===== src/rtl/acg_pkg.sv =====
package acg_pkg;

  // Bits in one frame, and the largest log2 of a bit period in master cycles.
  localparam int unsigned BITS_PER_FRAME = 64;
  localparam int unsigned MAX_SHIFT      = 3;

  typedef enum logic [1:0] {
    SPD_SINGLE = 2'b00,
    SPD_DOUBLE = 2'b01,
    SPD_QUAD   = 2'b10,
    SPD_RSVD   = 2'b11
  } speed_e;

  typedef struct packed {
    speed_e speed;
    logic   prediv;
  } cfg_t;

  // log2 of the bit period in master cycles: the mode's base shift plus one when prescaled.
  function automatic logic [1:0] bit_shift(cfg_t c);
    logic [1:0] base;
    case (c.speed)
      SPD_SINGLE: base = 2'd2;
      SPD_DOUBLE: base = 2'd1;
      default:    base = 2'd0;
    endcase
    return base + {1'b0, c.prediv};
  endfunction

endpackage


===== src/rtl/acg_cfg_ctl.sv =====
module acg_cfg_ctl
  import acg_pkg::*;
(
  input  logic clk_i,
  input  logic rst_ni,
  input  cfg_t cfg_in_i,
  input  logic frame_last_i,
  output cfg_t cfg_o,
  output logic run_o,
  output logic load_o
);

  // A setting is taken only while idle or on the final cycle of a frame.
  assign load_o = !run_o || frame_last_i;

  always_ff @(posedge clk_i or negedge rst_ni) begin
    if (!rst_ni) begin
      cfg_o <= '{speed: SPD_SINGLE, prediv: 1'b0};
      run_o <= 1'b0;
    end else if (load_o) begin
      cfg_o <= cfg_in_i;
      run_o <= (cfg_in_i.speed != SPD_RSVD);
    end
  end

endmodule


===== src/rtl/acg_phase_ctr.sv =====
module acg_phase_ctr #(
  parameter int unsigned BITS_PER_FRAME = 64,
  parameter int unsigned CNT_W          = 9
) (
  input  logic             clk_i,
  input  logic             rst_ni,
  input  logic             run_i,
  input  logic             load_i,
  input  logic [1:0]       shift_i,
  output logic [CNT_W-1:0] cnt_o,
  output logic             last_o
);

  logic [CNT_W:0] span;

  // One bit wider than the counter, so that the longest frame length still fits.
  assign span   = (CNT_W+1)'(BITS_PER_FRAME) << shift_i;
  assign last_o = run_i && ({1'b0, cnt_o} == (span - 1'b1));

  always_ff @(posedge clk_i or negedge rst_ni) begin
    if (!rst_ni) begin
      cnt_o <= '0;
    end else if (load_i) begin
      cnt_o <= '0;
    end else if (run_i) begin
      cnt_o <= cnt_o + 1'b1;
    end
  end

endmodule


===== src/rtl/acg_wave.sv =====
module acg_wave #(
  parameter int unsigned BIT_IDX_W = 6,
  parameter int unsigned CNT_W     = 9
) (
  input  logic             clk_i,
  input  logic             rst_ni,
  input  logic             run_i,
  input  logic             rsvd_i,
  input  logic [1:0]       shift_i,
  input  logic [CNT_W-1:0] cnt_i,
  output logic             lrck_o,
  output logic             sclk_o,
  output logic             bit_en_o,
  output logic             frame_en_o,
  output logic             rsvd_o
);

  logic [CNT_W-1:0] mask;
  logic [CNT_W-1:0] phase;
  logic [CNT_W-1:0] bit_idx;
  logic             lrck_n, sclk_n, bit_n, frame_n;

  always_comb begin
    mask    = (CNT_W'(1) << shift_i) - 1'b1;
    phase   = cnt_i & mask;
    bit_idx = cnt_i >> shift_i;
    // The frame clock is the top bit of the bit index: low in the first half, high in the second.
    lrck_n  = run_i && bit_idx[BIT_IDX_W-1];
    // A one-cycle bit period keeps the bit clock high; longer ones are low, then high.
    sclk_n  = run_i && ((shift_i == 2'd0) || (phase > (mask >> 1)));
    bit_n   = run_i && (phase == '0);
    frame_n = run_i && (cnt_i == '0);
  end

  always_ff @(posedge clk_i or negedge rst_ni) begin
    if (!rst_ni) begin
      lrck_o     <= 1'b0;
      sclk_o     <= 1'b0;
      bit_en_o   <= 1'b0;
      frame_en_o <= 1'b0;
      rsvd_o     <= 1'b0;
    end else begin
      lrck_o     <= lrck_n;
      sclk_o     <= sclk_n;
      bit_en_o   <= bit_n;
      frame_en_o <= frame_n;
      rsvd_o     <= rsvd_i;
    end
  end

endmodule


===== src/rtl/audio_clkgen.sv =====
module audio_clkgen
  import acg_pkg::*;
(
  input  logic       clk_i,
  input  logic       rst_ni,
  input  logic [1:0] speed_i,
  input  logic       prediv_i,
  output logic       lrck_o,
  output logic       sclk_o,
  output logic       bit_en_o,
  output logic       frame_en_o,
  output logic       rsvd_o
);

  localparam int unsigned BIT_IDX_W = $clog2(BITS_PER_FRAME);
  localparam int unsigned CNT_W     = BIT_IDX_W + MAX_SHIFT;

  cfg_t             cfg_in;
  cfg_t             cfg_q;
  logic             run_q;
  logic             load;
  logic             last;
  logic [1:0]       shift;
  logic [CNT_W-1:0] cnt;
  logic             idle_rsvd;

  assign cfg_in    = '{speed: speed_e'(speed_i), prediv: prediv_i};
  assign shift     = bit_shift(cfg_q);
  assign idle_rsvd = !run_q && (cfg_q.speed == SPD_RSVD);

  acg_cfg_ctl u_cfg (
    .clk_i        (clk_i),
    .rst_ni       (rst_ni),
    .cfg_in_i     (cfg_in),
    .frame_last_i (last),
    .cfg_o        (cfg_q),
    .run_o        (run_q),
    .load_o       (load)
  );

  acg_phase_ctr #(
    .BITS_PER_FRAME (BITS_PER_FRAME),
    .CNT_W          (CNT_W)
  ) u_ctr (
    .clk_i   (clk_i),
    .rst_ni  (rst_ni),
    .run_i   (run_q),
    .load_i  (load),
    .shift_i (shift),
    .cnt_o   (cnt),
    .last_o  (last)
  );

  acg_wave #(
    .BIT_IDX_W (BIT_IDX_W),
    .CNT_W     (CNT_W)
  ) u_wave (
    .clk_i      (clk_i),
    .rst_ni     (rst_ni),
    .run_i      (run_q),
    .rsvd_i     (idle_rsvd),
    .shift_i    (shift),
    .cnt_i      (cnt),
    .lrck_o     (lrck_o),
    .sclk_o     (sclk_o),
    .bit_en_o   (bit_en_o),
    .frame_en_o (frame_en_o),
    .rsvd_o     (rsvd_o)
  );

endmodule


===== config.mk =====
export PLATFORM = sky130hd
export DESIGN_NAME = audio_clkgen
export DESIGN_NICKNAME = d
export VERILOG_FILES = /design/src/rtl/acg_pkg.sv /design/src/rtl/acg_cfg_ctl.sv /design/src/rtl/acg_phase_ctr.sv /design/src/rtl/acg_wave.sv /design/src/rtl/audio_clkgen.sv
export SDC_FILE = /design/constraint.sdc
export NUM_CORES = 1
export LEC_CHECK = 0
export BUFFER_PORTS_ARGS = -buffer_cell sky130_fd_sc_hd__buf_2
export CAP_MARGIN = 20
export CORE_UTILIZATION = 57
export DETAILED_ROUTE_END_ITERATION = 12
export GPL_TIMING_DRIVEN = 0
export PLACE_DENSITY = 0.77
export SLEW_MARGIN = 20
export SYNTH_ARGS = -nofsm -noshare
export SYNTH_HDL_FRONTEND = slang
export SYNTH_SLANG_ARGS = --single-unit

===== constraint.sdc =====
create_clock -name clk_i -period 3.1 [get_ports clk_i]
set_input_delay 0.155 -clock clk_i [delete_from_list [all_inputs] [get_ports clk_i]]
set_output_delay 0.155 -clock clk_i [all_outputs]
set_load 0.01 [all_outputs]

* Yosys cells after proc, flatten, opt, wreduce, memory -nomap -nowiden
Cells that the tools add are included.
Storage, ports and cells: word-level logic and storage cells 39, output and inout bits 5, register bits 18
Operators by class: shift operators 3, order comparisons 1, mux-type cells 3, add/subtract/negate cells 4, bitwise logic cells 1, equal/unequal tests 4, reduce and logical (&&, ||, !) cells 14
Operator list (number):
- $logic_not 9->1 | 2
- $mux 9 | 2
- $eq 9x10->1 | 1
- $shl 7x2->10 const A | 1
- $sub 10x1->10 const B | 1
- $add 9x1->9 const B | 1
- $and 9x9->9 | 1
- $gt 9x8->1 | 1
- $shl 1x2->9 const A | 1
- $shr 9x2->6 | 1
- $sub 9x1->9 const B | 1
- $logic_and 1x1->1 | 6
- $logic_not 2->1 | 2
- $pmux 2 s2 | 1
- $add 2x1->2 | 1
- $eq 2x1->1 const B | 1
- $eq 2x2->1 const B | 1
- $logic_or 1x1->1 | 2
- $ne 2x2->1 const B | 1
- $reduce_bool 2->1 | 1
- $logic_not 1->1 | 1

* Logic depth before layout (Yosys ltp)
depth in word-level cells 9, gate-level depth with buffers 13, mapped depth without buffers 13

* Cells and area by module
From an unflattened synthesis, not the netlist that was laid out.
Second synthesis, totals: cell total of the unflattened synthesis 113, area, all modules 1128.6 µm²
By module, submodules not included:
- acg_phase_ctr | area an instance 495.5 µm², times used 1, cells each 52, seq. area each 225.2 µm²
- acg_wave | area an instance 430.4 µm², times used 1, cells each 45, seq. area each 125.1 µm²
- acg_cfg_ctl | area an instance 161.4 µm², times used 1, cells each 10, seq. area each 100.1 µm²
- audio_clkgen | area an instance 41.3 µm², times used 1, cells each 6, seq. area each 0.0 µm²

* Least setup slack after synthesis
Ideal clock, no wire load.
path kind register to register, start point reg u_cfg.cfg_o[1] in the netlist's numbering, end point reg u_wave.sclk_o, setup time 0.130 ns, arrival 2.554 ns, slack 0.416 ns, cell stages (with the launch flop) 14, buffers on the path 0, cells stage by stage dfrtp_1 -> nor2b_1 -> ha_1 -> or3_1 -> and2_4 -> nor2_8 -> inv_2 -> ha_1 -> nor2b_1 -> ha_1 -> nand4_1 -> or2_2 -> o221ai_1 -> a31oi_1
On the way: longest elaborated chain between the ends 9, elaborated cells between the ends (all ways) 11, those cells by class 2 x add/sub; 1 x order compare; 1 x eq/ne; 1 x shift; 1 x mux; 1 x bitwise; 4 x reduce/logical
RTL lines:
- start: declaration | line acg_cfg_ctl.sv:8 | output cfg_t cfg_o,
- start signal: assignment | line acg_cfg_ctl.sv:18 | cfg_o <= '{speed: SPD_SINGLE, prediv: 1'b0};
- start signal: assignment | line acg_cfg_ctl.sv:21 | cfg_o <= cfg_in_i;
- $eq 2x1->1 or $logic_not 2->1 (tied branches) | line acg_pkg.sv:22 | case (c.speed)
- $pmux 2 s2 (*) | line acg_pkg.sv:22
- $add 2x1->2 (*) | line acg_pkg.sv:27 | return base + {1'b0, c.prediv};
- $shl 1x2->9 | line acg_wave.sv:24 | mask = (CNT_W'(1) << shift_i) - 1'b1;
- $sub 9x1->9 | line acg_wave.sv:24
- $and 9x9->9 | line acg_wave.sv:25 | phase = cnt_i & mask;
- $gt 9x8->1 | line acg_wave.sv:30 | sclk_n = run_i && ((shift_i == 2'd0) || (phase > (mask >> 1)));
- $logic_or 1x1->1 (*) | line acg_wave.sv:30
- $logic_and 1x1->1 (*) | line acg_wave.sv:30
- net u_wave.sclk_n | line acg_wave.sv:21 | logic lrck_n, sclk_n, bit_n, frame_n;
- end signal: assignment | line acg_wave.sv:44 | sclk_o <= sclk_n;
- end: declaration | line acg_wave.sv:12 | output logic sclk_o,
The timed path passes the listed nets; every way through them passes the cells marked *. A chain may end at the register's enable or synchronous reset.

* Worst setup path in the final report
Same ends and word-level chain as after synthesis.

==> reports/qor.csv <==
stage,metric,value,unit
sta,fin_worst_skew,0.00547,ns
critical_path,cpPeakStageDelay,0.42,ns
global_routing,grt_pass1_vias,782,
clock_network,clockBufferDepth,2,
global_routing,antenna_found_initial,0,
yosys,synth_top_area_cell,dfrtp_1,
yosys,synth-seq-cells,18,
yosys,synth_top_family_by_area,simple AND/OR/NAND/NOR gates,
die,fp-row-count,15,
critical_path,cp-end-kind,flip-flop,
drt,drt-total-wl,2020,µm
power_and_ir_drop,power,400,µW
yosys,synth_compound_area_share,8.43,%
yosys,synth_edf_count,0,
yosys,syn-num-nets,132,
yosys,synthCells,115,
die,start_util,63.4,%
clock_network,htree_levels,1,
power_and_ir_drop,p_leak,0.621,nW
finish,drive_above_1_share,15.5,%
clock_network,clock_latency,0.31,ns
finish,syn2layout_area_growth,10.7,%
yosys,yosys_warnings,0,
die,coreArea,1800,µm²
critical_path,cp-start-kind,flip-flop,
global_routing,grt_pass1_wl,3370,µm
outcome,run_status,"finished, final reports clean",
yosys,synth_xor_area_share,6.13,%
clock_network,cts_resized,0,
critical_path,crit_path_cell_trace,nor2b_1 > ha_1 > or3_1 > and2_4 > nand2_1 > ha_1 > nor2_1 > ha_1 > nor2b_1 > o21ai_0 > a21oi_1 > o221ai_1 > a31oi_1,
yosys,synth_fa_ha_area_share,13.1,%
critical_path,crit_arrival,3.13,ns
yosys,synth_ff_type,dfrtp_1,
sta,tns,0,ns
yosys,yosys.area_share.simple,21.8,%
critical_path,cp_max_fo,5,
drt,drcViolationCount,0,
critical_path,critPathKind,reg -> reg,
yosys,synth_mux_area_share,5.81,%
sta,setup_viol,0,
drt,dr.pass1.iters,4,
yosys,avgSynthCellArea,9.93,µm²
worst_hold_path,hold_class,in -> reg,
power_and_ir_drop,peakVddDrop,0.232,mV
finish,fillers,143,
drt,wl_per_cell,13.1,µm
placement,hpwl,1530,µm
power_and_ir_drop,p_per_area,316,nW/µm²
yosys,async_flop_share,100,%
sta,timing.final.crit_share,94.8,%
die,io_pins,10,
sta,hold_viol,0,
finish,fin_nets,147,
drt,drt_iter0_drc,19,
clock_network,cts_num_sinks,18,
yosys,synthTopCellsByArea,"dfrtp_1 (39%), ha_1 (13%), xnor2_1 (3.8%)",
die,dieHeight,46.8,µm
yosys,synth_cell_types,35,
clock_network,cts_root_buf,clkbuf_4,
drt,ant_nets,0,
job,cap_viol_max_count,0,
drt,viasPerCell,5.50,
sta,fmax,340,MHz
critical_path,cp_common_cell,ha_1,
finish,diodes,0,
placement,gp_congestion,0.851,
yosys,yosysSeqAreaShare,39.4,%
sta,maxSlewViolCount,0,
clock_network,cts_tree,yes,
yosys,synth_top_area_share,39.4,%
critical_path,cp_slowest_cell,dfrtp_1,
drt,vias,847,
critical_path,cp_data_required_time,3.29,ns
die,die-area,2190,µm²
yosys,yosysMostFrequentCell,dfrtp_1,
yosys,synthesis.area,1140,µm²
sta,min_period,2.94,ns
placement,io_buffers,9,
clock_network,cts_inserted_buffers,3,
global_routing,grt_use_total,22.4,%
clock_network,cts.clk_slew.worst_paths,0.10,ns
global_routing,grt_remaining_overflow,0,
sta,rsz0062_at_grt,no,
die,die_w,46.8,µm
yosys,synthTopCellsByCount,"dfrtp_1 (18), ha_1 (12), nor2_1 (10)",
global_routing,grt_max_degree,19,
report_power, final:
part           switching (mW)  internal [mW]
clock network          0.0771         0.0718
registers            0.000116          0.235
logic                 0.00913        0.00605
total                  0.0863          0.313
cells in the final DEF (no fill, tap or decap), types with 4 or more instances in the layout:
master and n:
nand3_1 7, a21oi_1 4, nor2_1 10, xnor2_1 5, and3_1 5, inv_1 9
nand2_1 5, ha_1 12, buf_2 9, nor2b_1 4, o21ai_0 4, dfrtp_1 18
cells by family after synthesis:
kind of cell | Yosys count
adders and majority gates | 12
AOI/OAI and AO/OA | 14
muxes | 5
and+or+nand+nor | 44
xor gates and xnor gates | 8
DFF | 18
buffers and inverters | 12
other | 2
worst max-delay path: cells and delay by family (launching register included):
family / cells / cell delay, ns
compound gates: 4 / 0.57
fa+ha+maj: 3 / 0.70
flops: 1 / 0.42
simple gates: 6 / 1.14
metal layers:
layer	global-route usage [%]	up-vias	wire, µm
met5	0	-	0
met4	8.57	0	34
met3	6.15	5	129
met2	36.9	26	945
met1	27.9	392	915
li1	-	424	-
path summary, 6_finish.rpt:
path                                            start                         end  slack (ns)  cells after the start
setup / recovery           u_cfg.cfg_o[1]$_DFFE_PN0N_     u_wave.sclk_o$_DFF_PN0_        0.16                     13
hold / removal                             speed_i[1]     u_cfg.run_o$_DFFE_PN0N_        0.04                      2
setup reg to reg           u_cfg.cfg_o[1]$_DFFE_PN0N_     u_wave.sclk_o$_DFF_PN0_        0.16                     13
hold reg to reg            u_cfg.cfg_o[0]$_DFFE_PN0N_  u_cfg.cfg_o[0]$_DFFE_PN0N_        0.51                      1
max in group asynchronous                      rst_ni  u_ctr.cnt_o[1]$_DFFE_PN0P_        2.53                      2
min in group asynchronous                      rst_ni     u_wave.rsvd_o$_DFF_PN0_        0.29                      2
registers in the layout, summed over array words and instances, names as in the netlist:
name and cells:
u_wave.frame_en_o 1, u_cfg.cfg_o 3, u_wave.rsvd_o 1, u_cfg.run_o 1
u_ctr.cnt_o 9, u_wave.bit_en_o 1, u_wave.lrck_o 1, u_wave.sclk_o 1
cell type report:
type                            instances  area (µm²)  area share (%)
Inverter                               10        37.5            2.97
Tap cell                               25        31.3            2.47
Timing Repair Buffer                   10        55.1            4.35
Multi-Input combinational cell         85         639            50.5
Clock buffer                            4        36.3            2.87
Buffer                                  2        15.0            1.19
Sequential cell                        18         450            35.6
per-stage QoR:
| step | util (%) | cells | hold slack (ns) | worst slack (ns) | instance area (µm²) |
|---|---|---|---|---|---|
| floorplan | - | 115 | -0.141 | 0.416 | 1140 |
| finish | 70.2 | 154 | 0.0422 | 0.162 | 1260 |
| detailed placement | 67.6 | 149 | 0.102 | 0.190 | 1220 |
| global route | 70.2 | 154 | 0.0431 | 0.0180 | 1260 |
| global placement | 67.6 | 149 | 0.0949 | 0.202 | 1220 |
| CTS | 70.2 | 154 | 0.0400 | 0.172 | 1260 |
repair_timing:
item / 4_1_cts / 5_1_grt
hold buffers: 1 / 0
hold endpoints to repair: 18 / 0
setup buffers: 0 / 0
Note: power is estimated with default switching activity, not from simulation.
